[src/rtl/cpwm_pkg.sv]
package cpwm_pkg;

  typedef enum logic [1:0] {
    CHOP_UPPER    = 2'd0,
    CHOP_LOWER    = 2'd1,
    CHOP_ONGOING  = 2'd2,
    CHOP_OFFGOING = 2'd3
  } chop_scheme_e;

  localparam int PHASES = 3;
  localparam int STEP_W = 3;
  localparam logic [STEP_W-1:0] STEP_OFF = 3'd7;

  // upper phase of a legal step
  function automatic logic [1:0] upper_phase(input logic [STEP_W-1:0] s);
    return s[2:1];
  endfunction

  // lower phase of a legal step
  function automatic logic [1:0] lower_phase(input logic [STEP_W-1:0] s);
    logic [1:0] p;
    case (s)
      3'd0, 3'd5: p = 2'd1;
      3'd1, 3'd2: p = 2'd2;
      default:    p = 2'd0;
    endcase
    return p;
  endfunction

endpackage

[src/rtl/cpwm_carrier.sv]
module cpwm_carrier #(
  parameter int CNT_W = 8
) (
  input  logic             clk,
  input  logic             rst,
  input  logic             cut_req_i,
  input  logic [CNT_W-1:0] duty_i,
  input  logic [CNT_W-1:0] period_i,
  output logic             wrap_o,
  output logic             restart_o,
  output logic             cut_short_o,
  output logic             chop_next_o
);
  localparam logic [CNT_W-1:0] ONE     = CNT_W'(1);
  localparam logic [CNT_W-1:0] MIN_PER = CNT_W'(2);

  logic [CNT_W-1:0] cnt_q, per_q, duty_q;
  logic [CNT_W-1:0] cnt_n, per_n, duty_n;
  logic [CNT_W:0]   elapsed;
  logic [CNT_W+1:0] elapsed_x2;

  always_comb begin
    wrap_o     = (cnt_q == per_q - ONE);
    restart_o  = cut_req_i | wrap_o;
    cnt_n      = restart_o ? '0 : cnt_q + ONE;
    per_n      = restart_o ? ((period_i < MIN_PER) ? MIN_PER : period_i) : per_q;
    duty_n     = restart_o ? duty_i : duty_q;
    elapsed    = {1'b0, cnt_q} + {{CNT_W{1'b0}}, 1'b1};
    elapsed_x2 = {elapsed, 1'b0};
    cut_short_o = cut_req_i & ~wrap_o & (elapsed_x2 < {2'b00, per_q});
    chop_next_o = (cnt_n < duty_n);
  end

  always_ff @(posedge clk) begin
    if (rst) begin
      cnt_q  <= '0;
      per_q  <= MIN_PER;
      duty_q <= '0;
    end else begin
      cnt_q  <= cnt_n;
      per_q  <= per_n;
      duty_q <= duty_n;
    end
  end

  // count stays inside the latched period
  assert_cnt_range_R4: assert property (@(posedge clk) disable iff (rst)
    cnt_q < per_q);

  // period and duty words only move at a period start
  assert_latch_hold_R11: assert property (@(posedge clk) disable iff (rst)
    !restart_o |=> ($stable(duty_q) && $stable(per_q)));

endmodule

[src/rtl/cpwm_sequencer.sv]
module cpwm_sequencer
  import cpwm_pkg::*;
(
  input  logic              clk,
  input  logic              rst,
  input  logic              commut_i,
  input  logic              immediate_i,
  input  logic              wrap_i,
  input  logic [STEP_W-1:0] step_i,
  output logic [STEP_W-1:0] step_next_o
);
  logic [STEP_W-1:0] step_q, pstep_q, pstep_n;
  logic              pend_q, pend_n;

  always_comb begin
    step_next_o = step_q;
    pend_n      = pend_q;
    pstep_n     = pstep_q;
    if (commut_i && (immediate_i || wrap_i)) begin
      step_next_o = step_i;
      pend_n      = 1'b0;
    end else if (commut_i) begin
      pend_n  = 1'b1;
      pstep_n = step_i;
    end else if (wrap_i && pend_q) begin
      step_next_o = pstep_q;
      pend_n      = 1'b0;
    end
  end

  always_ff @(posedge clk) begin
    if (rst) begin
      step_q  <= STEP_OFF;
      pstep_q <= STEP_OFF;
      pend_q  <= 1'b0;
    end else begin
      step_q  <= step_next_o;
      pstep_q <= pstep_n;
      pend_q  <= pend_n;
    end
  end

  // a waiting step is installed when the period ends
  assert_pend_applied_R8: assert property (@(posedge clk) disable iff (rst)
    (pend_q && wrap_i && !commut_i) |=> (!pend_q && step_q == $past(pstep_q)));

endmodule

[src/rtl/cpwm_gate_map.sv]
module cpwm_gate_map
  import cpwm_pkg::*;
(
  input  logic              [STEP_W-1:0] step_i,
  input  logic                           chop_i,
  input  chop_scheme_e                   scheme_i,
  output logic              [PHASES-1:0] hi_o,
  output logic              [PHASES-1:0] lo_o
);
  logic       legal, chop_upper;
  logic [1:0] up_ph, dn_ph;

  always_comb begin
    legal = (step_i < 3'd6);
    up_ph = upper_phase(step_i);
    dn_ph = lower_phase(step_i);
    case (scheme_i)
      CHOP_UPPER:   chop_upper = 1'b1;
      CHOP_LOWER:   chop_upper = 1'b0;
      CHOP_ONGOING: chop_upper = ~step_i[0];
      default:      chop_upper = step_i[0];
    endcase
  end

  for (genvar p = 0; p < PHASES; p++) begin : g_phase
    always_comb begin
      hi_o[p] = legal && (up_ph == 2'(p)) && (chop_upper ? chop_i : 1'b1);
      lo_o[p] = legal && (dn_ph == 2'(p)) && (chop_upper ? 1'b1 : chop_i);
    end
  end

endmodule

[src/rtl/cpwm_sixstep.sv]
module cpwm_sixstep
  import cpwm_pkg::*;
#(
  parameter int CNT_W = 8
) (
  input  logic             clk,
  input  logic             rst,
  input  logic [2:0]       step_i,
  input  logic             commut_i,
  input  logic             immediate_i,
  input  logic [1:0]       scheme_i,
  input  logic [CNT_W-1:0] duty_i,
  input  logic [CNT_W-1:0] period_i,
  output logic [2:0]       gate_hi_o,
  output logic [2:0]       gate_lo_o,
  output logic             period_start_o,
  output logic             short_period_o
);
  logic              wrap, restart, cut_short, chop_next;
  logic [STEP_W-1:0] step_next;
  logic [PHASES-1:0] hi_n, lo_n;

  cpwm_carrier #(.CNT_W(CNT_W)) u_carrier (
    .clk         (clk),
    .rst         (rst),
    .cut_req_i   (commut_i & immediate_i),
    .duty_i      (duty_i),
    .period_i    (period_i),
    .wrap_o      (wrap),
    .restart_o   (restart),
    .cut_short_o (cut_short),
    .chop_next_o (chop_next)
  );

  cpwm_sequencer u_seq (
    .clk         (clk),
    .rst         (rst),
    .commut_i    (commut_i),
    .immediate_i (immediate_i),
    .wrap_i      (wrap),
    .step_i      (step_i),
    .step_next_o (step_next)
  );

  cpwm_gate_map u_map (
    .step_i   (step_next),
    .chop_i   (chop_next),
    .scheme_i (chop_scheme_e'(scheme_i)),
    .hi_o     (hi_n),
    .lo_o     (lo_n)
  );

  always_ff @(posedge clk) begin
    if (rst) begin
      gate_hi_o      <= '0;
      gate_lo_o      <= '0;
      period_start_o <= 1'b0;
      short_period_o <= 1'b0;
    end else begin
      gate_hi_o      <= hi_n;
      gate_lo_o      <= lo_n;
      period_start_o <= restart;
      short_period_o <= cut_short;
    end
  end

  // never both switches of one leg, at most one per rail
  assert_no_shoot_R2: assert property (@(posedge clk) disable iff (rst)
    ((gate_hi_o & gate_lo_o) == 3'b000) &&
    ($countones(gate_hi_o) <= 1) && ($countones(gate_lo_o) <= 1));

  // immediate commutation starts a new period next cycle
  assert_imm_start_R7: assert property (@(posedge clk) disable iff (rst)
    (commut_i && immediate_i) |=> period_start_o);

  // illegal step applied at once leaves every gate off
  assert_illegal_off_R3: assert property (@(posedge clk) disable iff (rst)
    (commut_i && immediate_i && step_i >= 3'd6) |=> (gate_hi_o == 3'b000 && gate_lo_o == 3'b000));

  // short flag only accompanies a period start
  assert_short_start_R10: assert property (@(posedge clk) disable iff (rst)
    short_period_o |-> period_start_o);

  // deferred pulse mid-period does not restart the carrier
  assert_defer_no_start_R8: assert property (@(posedge clk) disable iff (rst)
    (commut_i && !immediate_i && !wrap) |=> !period_start_o);

endmodule

[config.mk]
export PLATFORM = sky130hd
export DESIGN_NAME = cpwm_sixstep
export DESIGN_NICKNAME = d
export VERILOG_FILES = /design/src/rtl/cpwm_pkg.sv /design/src/rtl/cpwm_carrier.sv /design/src/rtl/cpwm_sequencer.sv /design/src/rtl/cpwm_gate_map.sv /design/src/rtl/cpwm_sixstep.sv
export SDC_FILE = /design/constraint.sdc
export NUM_CORES = 1
export LEC_CHECK = 0
export BUFFER_PORTS_ARGS = -buffer_cell sky130_fd_sc_hd__buf_2
export CORE_ASPECT_RATIO = 0.9
export CORE_MARGIN = 4
export CORE_UTILIZATION = 45
export CTS_BUF_LIST = sky130_fd_sc_hd__clkbuf_2
export DETAILED_ROUTE_END_ITERATION = 8
export MAX_ROUTING_LAYER = met4
export PLACE_DENSITY = 0.64
export SLEW_MARGIN = 25
export SYNTH_ARGS = -nofsm -noshare
export SYNTH_HDL_FRONTEND = slang
export SYNTH_SLANG_ARGS = --single-unit
[constraint.sdc]
create_clock -name clk -period 5 [get_ports clk]
set_input_delay 1 -clock clk [delete_from_list [all_inputs] [get_ports clk]]
set_output_delay 1 -clock clk [all_outputs]
set_load 0.02 [all_outputs]
# Word level (Yosys, flattened, before mapping)

Index checks and enable logic that the tools add are counted.

Multiplexer cells: 12
Equal/unequal tests: 10
Reduce and logical (&&, ||, !) cells: 24
Bitwise logic cells: 7
Add/subtract/negate cells: 3
$lt $le $gt $ge: 4

Operator list:

| cell                  | count |
|---|---|
| $mux W8               | 3 |
| $logic_and A1 B1 Y1   | 14 |
| $lt A10 B8 Y1         | 1 |
| $add A8 B1 Y9 const B | 1 |
| $mux W3               | 3 |
| $add A8 B1 Y8 const B | 1 |
| $eq A8 B8 Y1          | 1 |
| $lt A8 B2 Y1 const B  | 1 |
| $lt A8 B8 Y1          | 1 |
| $sub A8 B1 Y8 const B | 1 |
| $eq A2 B1 Y1 const B  | 3 |
| $eq A2 B2 Y1 const B  | 3 |
| $logic_not A2 Y1      | 3 |
| $reduce_or A2 Y1      | 3 |
| $mux W1               | 4 |
| $pmux W2 S2           | 1 |
| $and A1 B1 Y1         | 3 |
| $eq A3 B1 Y1 const B  | 1 |
| $eq A3 B2 Y1 const B  | 1 |
| $eq A3 B3 Y1 const B  | 1 |
| $logic_not A3 Y1      | 1 |
| $lt A3 B3 Y1 const B  | 1 |
| $not A1 Y1            | 3 |
| $pmux W1 S3           | 1 |
| other kinds (4)       | 4 |

Bits of input ports: 25
Logic and storage cells: 70
Output and inout bits: 8
Flip-flop bits (word level): 39

# Longest topological paths before layout

Gate-level depths: netlist of the first run.

Depth after elaboration: 12
Gate-level depth with buffers: 20
Gate-level depth less buffers: 17

# Hierarchy

Synthesis of the first run repeated with hierarchy kept, for this count alone.

Cell total of the unflattened synthesis: 287
Area, all modules: 2,436.1 sq um

By module, submodules not included:

| module         | seq. area each (sq um) | cells each | times used | area each (sq um) |
|---|---|---|---|---|
| cpwm_carrier   | 480.5                  | 214        | 1          | 1,765.4 |
| cpwm_sequencer | 140.1                  | 35         | 1          | 315.3 |
| cpwm_sixstep   | 160.2                  | 17         | 1          | 216.5 |
| cpwm_gate_map  | 0.0                    | 21         | 1          | 138.9 |

# Worst setup path before layout of the first run

Ideal clock, no wire load.

Path kind: reg2reg
From: register u_carrier.per_q[0]
To: register gate_lo_o[2]
Arrival: 3,958 ps
Setup slack: 964 ps
Clock period less this slack: 4,036 ps
Required time: 4,922 ps
Stages on the path, launching flop included: 20
Library setup time: 78 ps
Path through: dfxtp_1 -> inv_1 -> ha_1 -> or3b_1 -> o31ai_1 -> o311ai_2 -> a211oi_2 -> buf_4 -> nand2b_1 -> clkbuf_1 -> clkbuf_1 -> nor2_1 -> ha_1 -> a21o_1 -> a21o_1 -> a21oi_1 -> o211ai_1 -> o21ai_0 -> mux2i_1 -> nor3_1

Elaborated cells between the ends (all ways): 26
Classes of those cells: add/sub: 1; order compare: 2; eq/ne: 5; mux: 8; bitwise: 2; reduce/logical: 8

RTL lines:

| element                  | line                | text |
|---|---|---|
| start: declaration       | cpwm_carrier.sv:17  | `logic [CNT_W-1:0] cnt_q, per_q, duty_q;` |
| start signal: assignment | cpwm_carrier.sv:41  | `per_q <= per_n;` |
| $sub A8 B1 Y8            | cpwm_carrier.sv:23  | `wrap_o = (cnt_q == per_q - ONE);` |
| $eq A8 B8 Y1             | cpwm_carrier.sv:23  |  |
| $or A1 B1 Y1             | cpwm_carrier.sv:24  | `restart_o = cut_req_i \| wrap_o;` |
| $mux W8                  | cpwm_carrier.sv:25  | `cnt_n = restart_o ? '0 : cnt_q + ONE;` |
| via u_carrier.cnt_n[5]   | cpwm_carrier.sv:18  | `logic [CNT_W-1:0] cnt_n, per_n, duty_n;` |
| $lt A8 B8 Y1             | cpwm_carrier.sv:31  | `chop_next_o = (cnt_n < duty_n);` |
| $mux W1                  | cpwm_gate_map.sv:28 | `lo_o[p] = legal && (dn_ph == 2'(p)) && (chop_upper ? 1'b1 : chop_i);` |
| $logic_and A1 B1 Y1      | cpwm_gate_map.sv:28 |  |
| end signal: assignment   | cpwm_sixstep.sv:61  | `gate_lo_o <= lo_n;` |
| end: declaration         | cpwm_sixstep.sv:15  | `output logic [2:0] gate_lo_o,` |

The timed path passes the listed nets, and every way through them passes these cells.
A chain may end at the register's enable or synchronous reset.

# Worst setup path in the final report of the first run

From: register u_carrier.per_q[0]
To: register gate_lo_o[2]

Word-level cells in the longest chain between the ends: 12
Elaborated cells between the ends (all ways): 26
Classes of those cells: add/sub: 1; order compare: 2; eq/ne: 5; mux: 8; bitwise: 2; reduce/logical: 8

RTL lines:

| element                              | line                 | text |
|---|---|---|
| $sub A8 B1 Y8 (*)                    | cpwm_carrier.sv:23   |  |
| $eq A8 B8 Y1 (*)                     | cpwm_carrier.sv:23   |  |
| $logic_and A1 B1 Y1                  | cpwm_sequencer.sv:25 | `end else if (wrap_i && pend_q) begin` |
| $mux W3                              | cpwm_sequencer.sv:25 |  |
| $mux W3                              | cpwm_sequencer.sv:22 | `end else if (commut_i) begin` |
| $mux W3                              | cpwm_sequencer.sv:19 | `if (commut_i && (immediate_i \|\| wrap_i)) begin` |
| $eq A3 B1 Y1 (tied with other cells) | cpwm_pkg.sv:22       | `case (s)` |
| $reduce_or A2 Y1                     | cpwm_pkg.sv:22       |  |
| $pmux W2 S2                          | cpwm_pkg.sv:22       |  |
| $eq A2 B2 Y1                         | cpwm_gate_map.sv:28  |  |
| $logic_and A1 B1 Y1                  | cpwm_gate_map.sv:28  |  |
| $logic_and A1 B1 Y1 (*)              | cpwm_gate_map.sv:28  |  |

Mark *: on every way between the ends. The rest lies on a longest branch, timed or not.

==> reports/qor.csv, run 1 <==
metric,value,unit
path_max_fanout,12,
r2r_start,u_carrier.per_q[0],
regArea,781,sq um
num_vias,1888,
skew,20.7,ps
slowest_delay,520,ps
grt_max_degree,33,
nets,330,
fin_tns_setup,0,ps
ys.flop_type,dfxtp_1,
worstRegToRegCells,17,
critPathBufInv,2,
min_path_type,reg -> reg,
dp.cells,347,
core,4800,sq um
status,completed,
relSlewSlack,56.9,%
cp_cell_sequence,inv_1 -> ha_1 -> or3b_1 -> or4_1 -> o311ai_2 -> a211oi_2 -> buf_4 -> nor2_1 -> mux2i_1 -> ha_1 -> a21o_1 -> a21o_1 -> a21oi_1 -> o211ai_1 -> o21ai_0 -> mux2i_1 -> nor3_1,
synth.avg_cell_area,8.57,sq um
fill_cells,488,
worst_setup_path_end_kind,flip-flop,
dieArea,6140,sq um
grt_usage,18.4,%
synth_area,2230,sq um
cts_tree,yes,
area_delta_synth_final,12.0,%
ir_worst_vdd,0.000164,V
hold_depth,2,
synth-edff-count,0,
p_total,0.853,mW
syn_nets,301,
portBuffers,32,
grt_pass1_wl,8.25,mm
grt-ovfl-total,0,
critPathRequiredTime,5360,ps
dp_hpwl,3.84,mm
min_period,4240,ps
clockBufferDepth,2,
synth_seq_cells,39,
dpl_cell_area,2430,sq um
whs,469,ps
cts.clk_slew.worst_paths,210,ps
ant_nets,0,
max_slew.worst_pin.slew,644,ps
report.final.slew_viol_count,0,
fp.dieW,82.2,um
first_pass_iters,4,
crit_type,reg -> reg,
grt_pass1_vias,1774,
final_cell_mix,"dfxtp_1, buf_2, nor2_1",
gp_congestion,0.819,
hold_path_end,u_carrier.duty_q[0],
yosysTopAreaCell,dfxtp_1,
hold_path.startpoint,u_carrier.duty_q[0],
rows,24,
timing.fmax,0.236,GHz
synth_top_area_share,35.0,%
post_cts_resized,0,
rsz0062_at_grt,false,
cts_hold_buf,0,
initial_core_util,46.4,%
antenna_found_initial,0,
numClockSinks,39,
ys_async_sr_fraction,0,%
power_density,342,nW/um^2
cp-startpoint,u_carrier.per_q[0],
finalHoldViolCount,0,
clkLatencyLatePin,420,ps
fin_crit_sh,84.8,%
first_iter_violations,100,
cts_root_buf,clkbuf_2,
setup_viol,0,
ys_warn_count,0,
post-route-drc-count,0,
io_pins,33,
routedWlPerCell,14.0,um
final_common_cell,dfxtp_1,
finalInstanceArea,2500,sq um
htree_levels,2,
slowest_stage,nor2_1,
via_per_inst,5.33,
crit_family,simple AND/OR/NAND/NOR gates,
leakagePower,1.17,nW
ff2ff_setup_slack,760,ps
drv_cap,0,
n_antenna_cell,0,
final_cell_count_no_fill,354,
rr_endpoint,gate_lo_o[2],
postCtsSetupBuffers,0,
synth_seq_area_share,35.0,%
syn_inst,260,
start_kind,flip-flop,
drt_wl_total,4.95,mm
cts_buffers,5,
synth.area.top_cells,"dfxtp_1, ha_1, mux2i_1",
drive_above_1_share,17.3,%
cp.arrival,4600,ps
ys_types,45,
multi_input_area,1320,sq um
die_h,74.8,um
==> flip-flops by register name, indices dropped and copies added (netlist names) <==
register and flops:
gate_hi_o 3, gate_lo_o 3, period_start_o 1, short_period_o 1, u_carrier.cnt_q 8, u_carrier.duty_q 8, u_carrier.per_q 8, u_seq.pend_q 1
u_seq.pstep_q 3, u_seq.step_q 3
==> Yosys cell counts, drive strengths merged, types with 2 or more instances <==
cell type and instances:
a2111oi 4, a211oi 6, a21o 4, a21oi 10, a311oi 3, and2 2, and3 5, buf 4
clkbuf 9, dfxtp 39, ha 16, inv 18, mux2i 13, nand2 23, nand2b 8, nand3 8
nand4 2, nor2 24, nor2b 4, nor3 14, nor4 3, o211a 2, o21a 3, o21ai 4
o31ai 2, or2 3, or3 2, or4 2, xnor2 9, xor2 7
==> metrics by stage <==
step           util (%)  worst slack [ps]
5_1_grt            52.0               330
3_3_place_gp       50.7               958
6_report           52.0               759
4_1_cts            52.0               741
2_1_floorplan         -               964
3_5_place_dp       50.7               757
==> worst max-delay path by stage <==
stage	end	slack (ps)	cells after the start
3_3_place_gp	gate_lo_o[2]	960	17
2_1_floorplan	gate_lo_o[2]	960	19
5_1_grt	gate_lo_o[2]	330	17
3_5_place_dp	gate_lo_o[2]	760	17
4_1_cts	gate_lo_o[2]	740	17
6_report	gate_lo_o[2]	760	17
==> cell type report <==
cell class,instances,share of cell area [%]
timing repair buffer,35,7.32
clock inverter,2,1.50
sequential,39,31.3
inverter,18,2.71
clock buffer,5,1.00
multi-input combinational,190,52.9
tap,65,3.26
==> power breakdown <==
part           total, mW  switching [mW]  internal [mW]
combinational      0.293           0.167          0.126
sequential         0.373          0.0274          0.346
clock              0.187           0.105         0.0817
total              0.853           0.300          0.554
==> tightest hold or removal path: cells and delay by family (launching register included) <==
kind | cells | cell delay, ps
and+or+nand+nor | 1 | 50
AOI/OAI and AO/OA | 1 | 50
DFF | 1 | 350
==> cell families (layout without fill, tap and decap cells) <==
group           after synthesis  after routing  synth area share, %
compound gates               43             43                 15.3
xor+xnor                     16             16                 6.29
fa+ha+maj                    16             16                 8.98
buf+inv                      31             60                 5.67
flops                        39             39                 35.0
mux                          13             13                 5.84
simple gates                102            102                 22.9
==> per-layer routing <==
metal / up-vias / wire length, um / global-route usage (%)
li1: 971 / - / -
met1: 874 / 2400 / 24.0
met2: 34 / 2320 / 28.2
met3: 9 / 144 / 3.71
met4: 0 / 87 / 7.01
met5: - / 0 / -
(Power assumes the default switching activity.)
==> inputs of run 2 (changes only) <==
--- a/config.mk
+++ b/config.mk
@@ -5,6 +5,7 @@
 export SDC_FILE = /design/constraint.sdc
 export NUM_CORES = 1
 export LEC_CHECK = 0
+export ABC_AREA = 1
 export BUFFER_PORTS_ARGS = -buffer_cell sky130_fd_sc_hd__buf_2
 export CORE_ASPECT_RATIO = 0.9
 export CORE_MARGIN = 4
@@ -12,7 +13,7 @@
 export CTS_BUF_LIST = sky130_fd_sc_hd__clkbuf_2
 export DETAILED_ROUTE_END_ITERATION = 8
 export MAX_ROUTING_LAYER = met4
-export PLACE_DENSITY = 0.64
+export PLACE_DENSITY = 0.67
 export SLEW_MARGIN = 25
 export SYNTH_ARGS = -nofsm -noshare
 export SYNTH_HDL_FRONTEND = slang
==> constraint.sdc (replaced) <==
create_clock -name clk -period 3.83 [get_ports clk]
set_input_delay 0.766 -clock clk [delete_from_list [all_inputs] [get_ports clk]]
set_output_delay 0.766 -clock clk [all_outputs]
set_load 0.02 [all_outputs]
==> run 2 against run 1 <==
Effect of this change: non-clock buffer count decreased by 3; worst setup slack worse by 45 ps; final area rose by 3.6%; critical path depth up 1; via count is 4.4% higher; power is 6.5% higher; synthesized cell count increased by 23%; wire length decreased by 4.6%; flip-flop and latch count unchanged; worst hold slack improved by 44 ps; critical path type unchanged; largest power group unchanged; highest routed layer unchanged.
==> reports/qor.csv, run 2 <==
metric,value,unit
first_iter_violations,119,
nets,395,
initial_core_util,47.3,%
critPathRequiredTime,4160,ps
leakagePower,1.32,nW
crit_type,reg -> reg,
numClockSinks,39,
rsz0062_at_grt,false,
synth_seq_cells,39,
relSlewSlack,70.1,%
ys.flop_type,dfxtp_1,
grt_usage,15.7,%
synth.area.top_cells,"dfxtp_1, nand2_1, ha_1",
status,completed,
min_period,3120,ps
cts_hold_buf,0,
first_pass_iters,4,
clockBufferDepth,2,
final_cell_count_no_fill,420,
die_h,76.2,um
grt_pass1_wl,8.07,mm
drt_wl_total,4.72,mm
gp_congestion,0.829,
postCtsSetupBuffers,0,
synth.avg_cell_area,7.25,sq um
seqPwrFrac,50.1,%
clkLatencyLatePin,390,ps
dp.cells,412,
worst_setup_path_end_kind,flip-flop,
area_delta_synth_final,11.1,%
syn_nets,362,
timing.fmax,0.321,GHz
switchingPower,0.325,mW
min_path_type,reg -> reg,
r2r_start,u_carrier.per_q[0],
cts_tree,yes,
skew,16.9,ps
final_cell_mix,"nand2_1, inv_1, dfxtp_1",
utilization,52.5,%
core,4920,sq um
p_clk_share,19.8,%
synth_area,2330,sq um
synth-edff-count,0,
report.final.slew_viol_count,0,
largest_registers,"u_carrier.cnt_q: 8 flops, u_carrier.duty_q: 8 flops, u_carrier.per_q: 8 flops",
hold_path.startpoint,u_seq.pstep_q[2],
ir_worst_vdd,0.000210,V
ys_async_sr_fraction,0,%
cts.clk_slew.worst_paths,200,ps
ys_types,34,
portBuffers,32,
yosysMostFrequentCell,nand2_1,
slowest_stage,dfxtp_1,
fp.dieW,83.8,um
via_per_inst,4.70,
max_slew.worst_pin.slew,437,ps
rows,24,
synth_common_cells,"nand2_1, inv_1, dfxtp_1, nor2_1, nand3_1",
num_vias,1972,
final_common_cell,nand2_1,
fin_crit_sh,81.4,%
cpMostUsedCell,nand2_1,
p_int,0.583,mW
grt_pass1_vias,1809,
ant_nets,0,
dp_hpwl,3.74,mm
cp_cell_sequence,inv_2 -> ha_1 -> inv_1 -> nand2_1 -> nand2_1 -> nand2_1 -> nor2_1 -> nand3_1 -> nor2_2 -> nand2_4 -> nand2_4 -> mux2i_1 -> ha_1 -> a21oi_1 -> nor2_1 -> a211oi_1 -> nand2_2 -> a21oi_1,
htree_levels,2,
synth_seq_area_share,33.5,%
synth_top_area_share,33.5,%
dieArea,6390,sq um
path_max_fanout,35,
grt_max_degree,36,
p_total,0.909,mW
cp-startpoint,u_carrier.per_q[0],
fin_tns_setup,0,ps
start_kind,flip-flop,
grt-ovfl-total,0,
combPwrFrac,30.1,%
post-route-drc-count,0,
switching_share,35.8,%
ys_warn_count,0,
routedWlPerCell,11.2,um
cp.arrival,3450,ps
finalHoldViolCount,0,
post_cts_resized,0,
cts_buffers,5,
drive_above_1_share,20.8,%
power_density,351,nW/um^2
io_pins,33,
yosysTopAreaCell,dfxtp_1,
drv_cap,0,
cts_root_buf,clkbuf_2,
antenna_found_initial,0,
n_antenna_cell,0,
syn_inst,321,
setup_viol,0,
slowest_delay,390,ps
==> run 2: cell types whose count changed in the layout (fill, tap and decap cells not counted), sizes merged, moves of 5 or more <==
cell | before | now
nand2b | 8 | 0
o21ai | 4 | 11
mux2i | 13 | 7
nor2 | 24 | 41
nand3 | 8 | 24
inv | 18 | 49
nor3 | 14 | 9
nand2 | 23 | 77
a21oi | 10 | 17
and3 | 5 | 0
xnor2 | 9 | 2
==> run 2: cell type report <==
type / count / area [sq um]
clock buffers: 6 / 30.0
clock inverters: 2 / 12.5
fillers: 489 / 2340
inverters: 51 / 194
multi-input cells: 225 / 1330
flip-flops and latches: 39 / 781
well taps: 65 / 81.3
repair buffers: 32 / 160
==> run 2: worst paths after layout <==
| path | endpoint | slack (ps) | cells after the start |
|---|---|---|---|
| setup / recovery | gate_hi_o[2] | 710 | 18 |
| hold / removal | u_seq.pstep_q[2] | 510 | 2 |
| setup reg to reg | gate_hi_o[2] | 710 | 18 |
| hold reg to reg | u_seq.pstep_q[2] | 510 | 2 |
==> run 2: layer usage <==
| layer | vias up | GRT usage [%] | share of wire [%] |
|---|---|---|---|
| met5 | - | - | 0 |
| met4 | 0 | 3.86 | 0.51 |
| met3 | 4 | 3.68 | 4.6 |
| met2 | 31 | 22.1 | 41 |
| met1 | 841 | 22.7 | 54 |
| li1 | 1096 | - | - |
==> run 2: critical path: cells and delay by family (launching register included) <==
family	cells	cell delay (ps)
multiplexers	1	300
flip-flops	1	390
AND/OR/NAND/NOR	10	1140
AO/OA/AOI/OAI	3	510
adder cells (fa/ha/maj)	2	590
buffers and inverters	2	140
==> run 2: through the flow <==
| step | instance area, sq um | setup WS (ps) | hold WS [ps] |
|---|---|---|---|
| floorplan | 2330 | 993 | 450 |
| global placement | 2540 | 884 | 479 |
| detailed placement | 2540 | 745 | 489 |
| CTS | 2590 | 708 | 512 |
| global route | 2590 | 370 | 535 |
| finish | 2590 | 714 | 513 |
==> run 2: cell families (layout without fill, tap and decap cells) <==
logic type | after synthesis | after routing | share of synthesized area, %
AOI/OAI and AO/OA | 36 | 36 | 9.19
muxes | 7 | 7 | 3.01
DFF | 39 | 39 | 33.5
adders and majority gates | 16 | 16 | 8.60
and+or+nand+nor | 159 | 159 | 33.6
xor gates and xnor gates | 7 | 7 | 2.63
buffers and inverters | 57 | 91 | 9.41
==> run 2: power groups by stage <==
stage / Combinational, mW / Sequential [mW] / Clock (mW)
detailed placement: 0.273 / 0.464 / 0
global placement: 0.270 / 0.464 / 0
floorplan: 0.203 / 0.469 / 0
CTS: 0.275 / 0.456 / 0.185
global route: 0.313 / 0.459 / 0.202
finish: 0.273 / 0.456 / 0.180
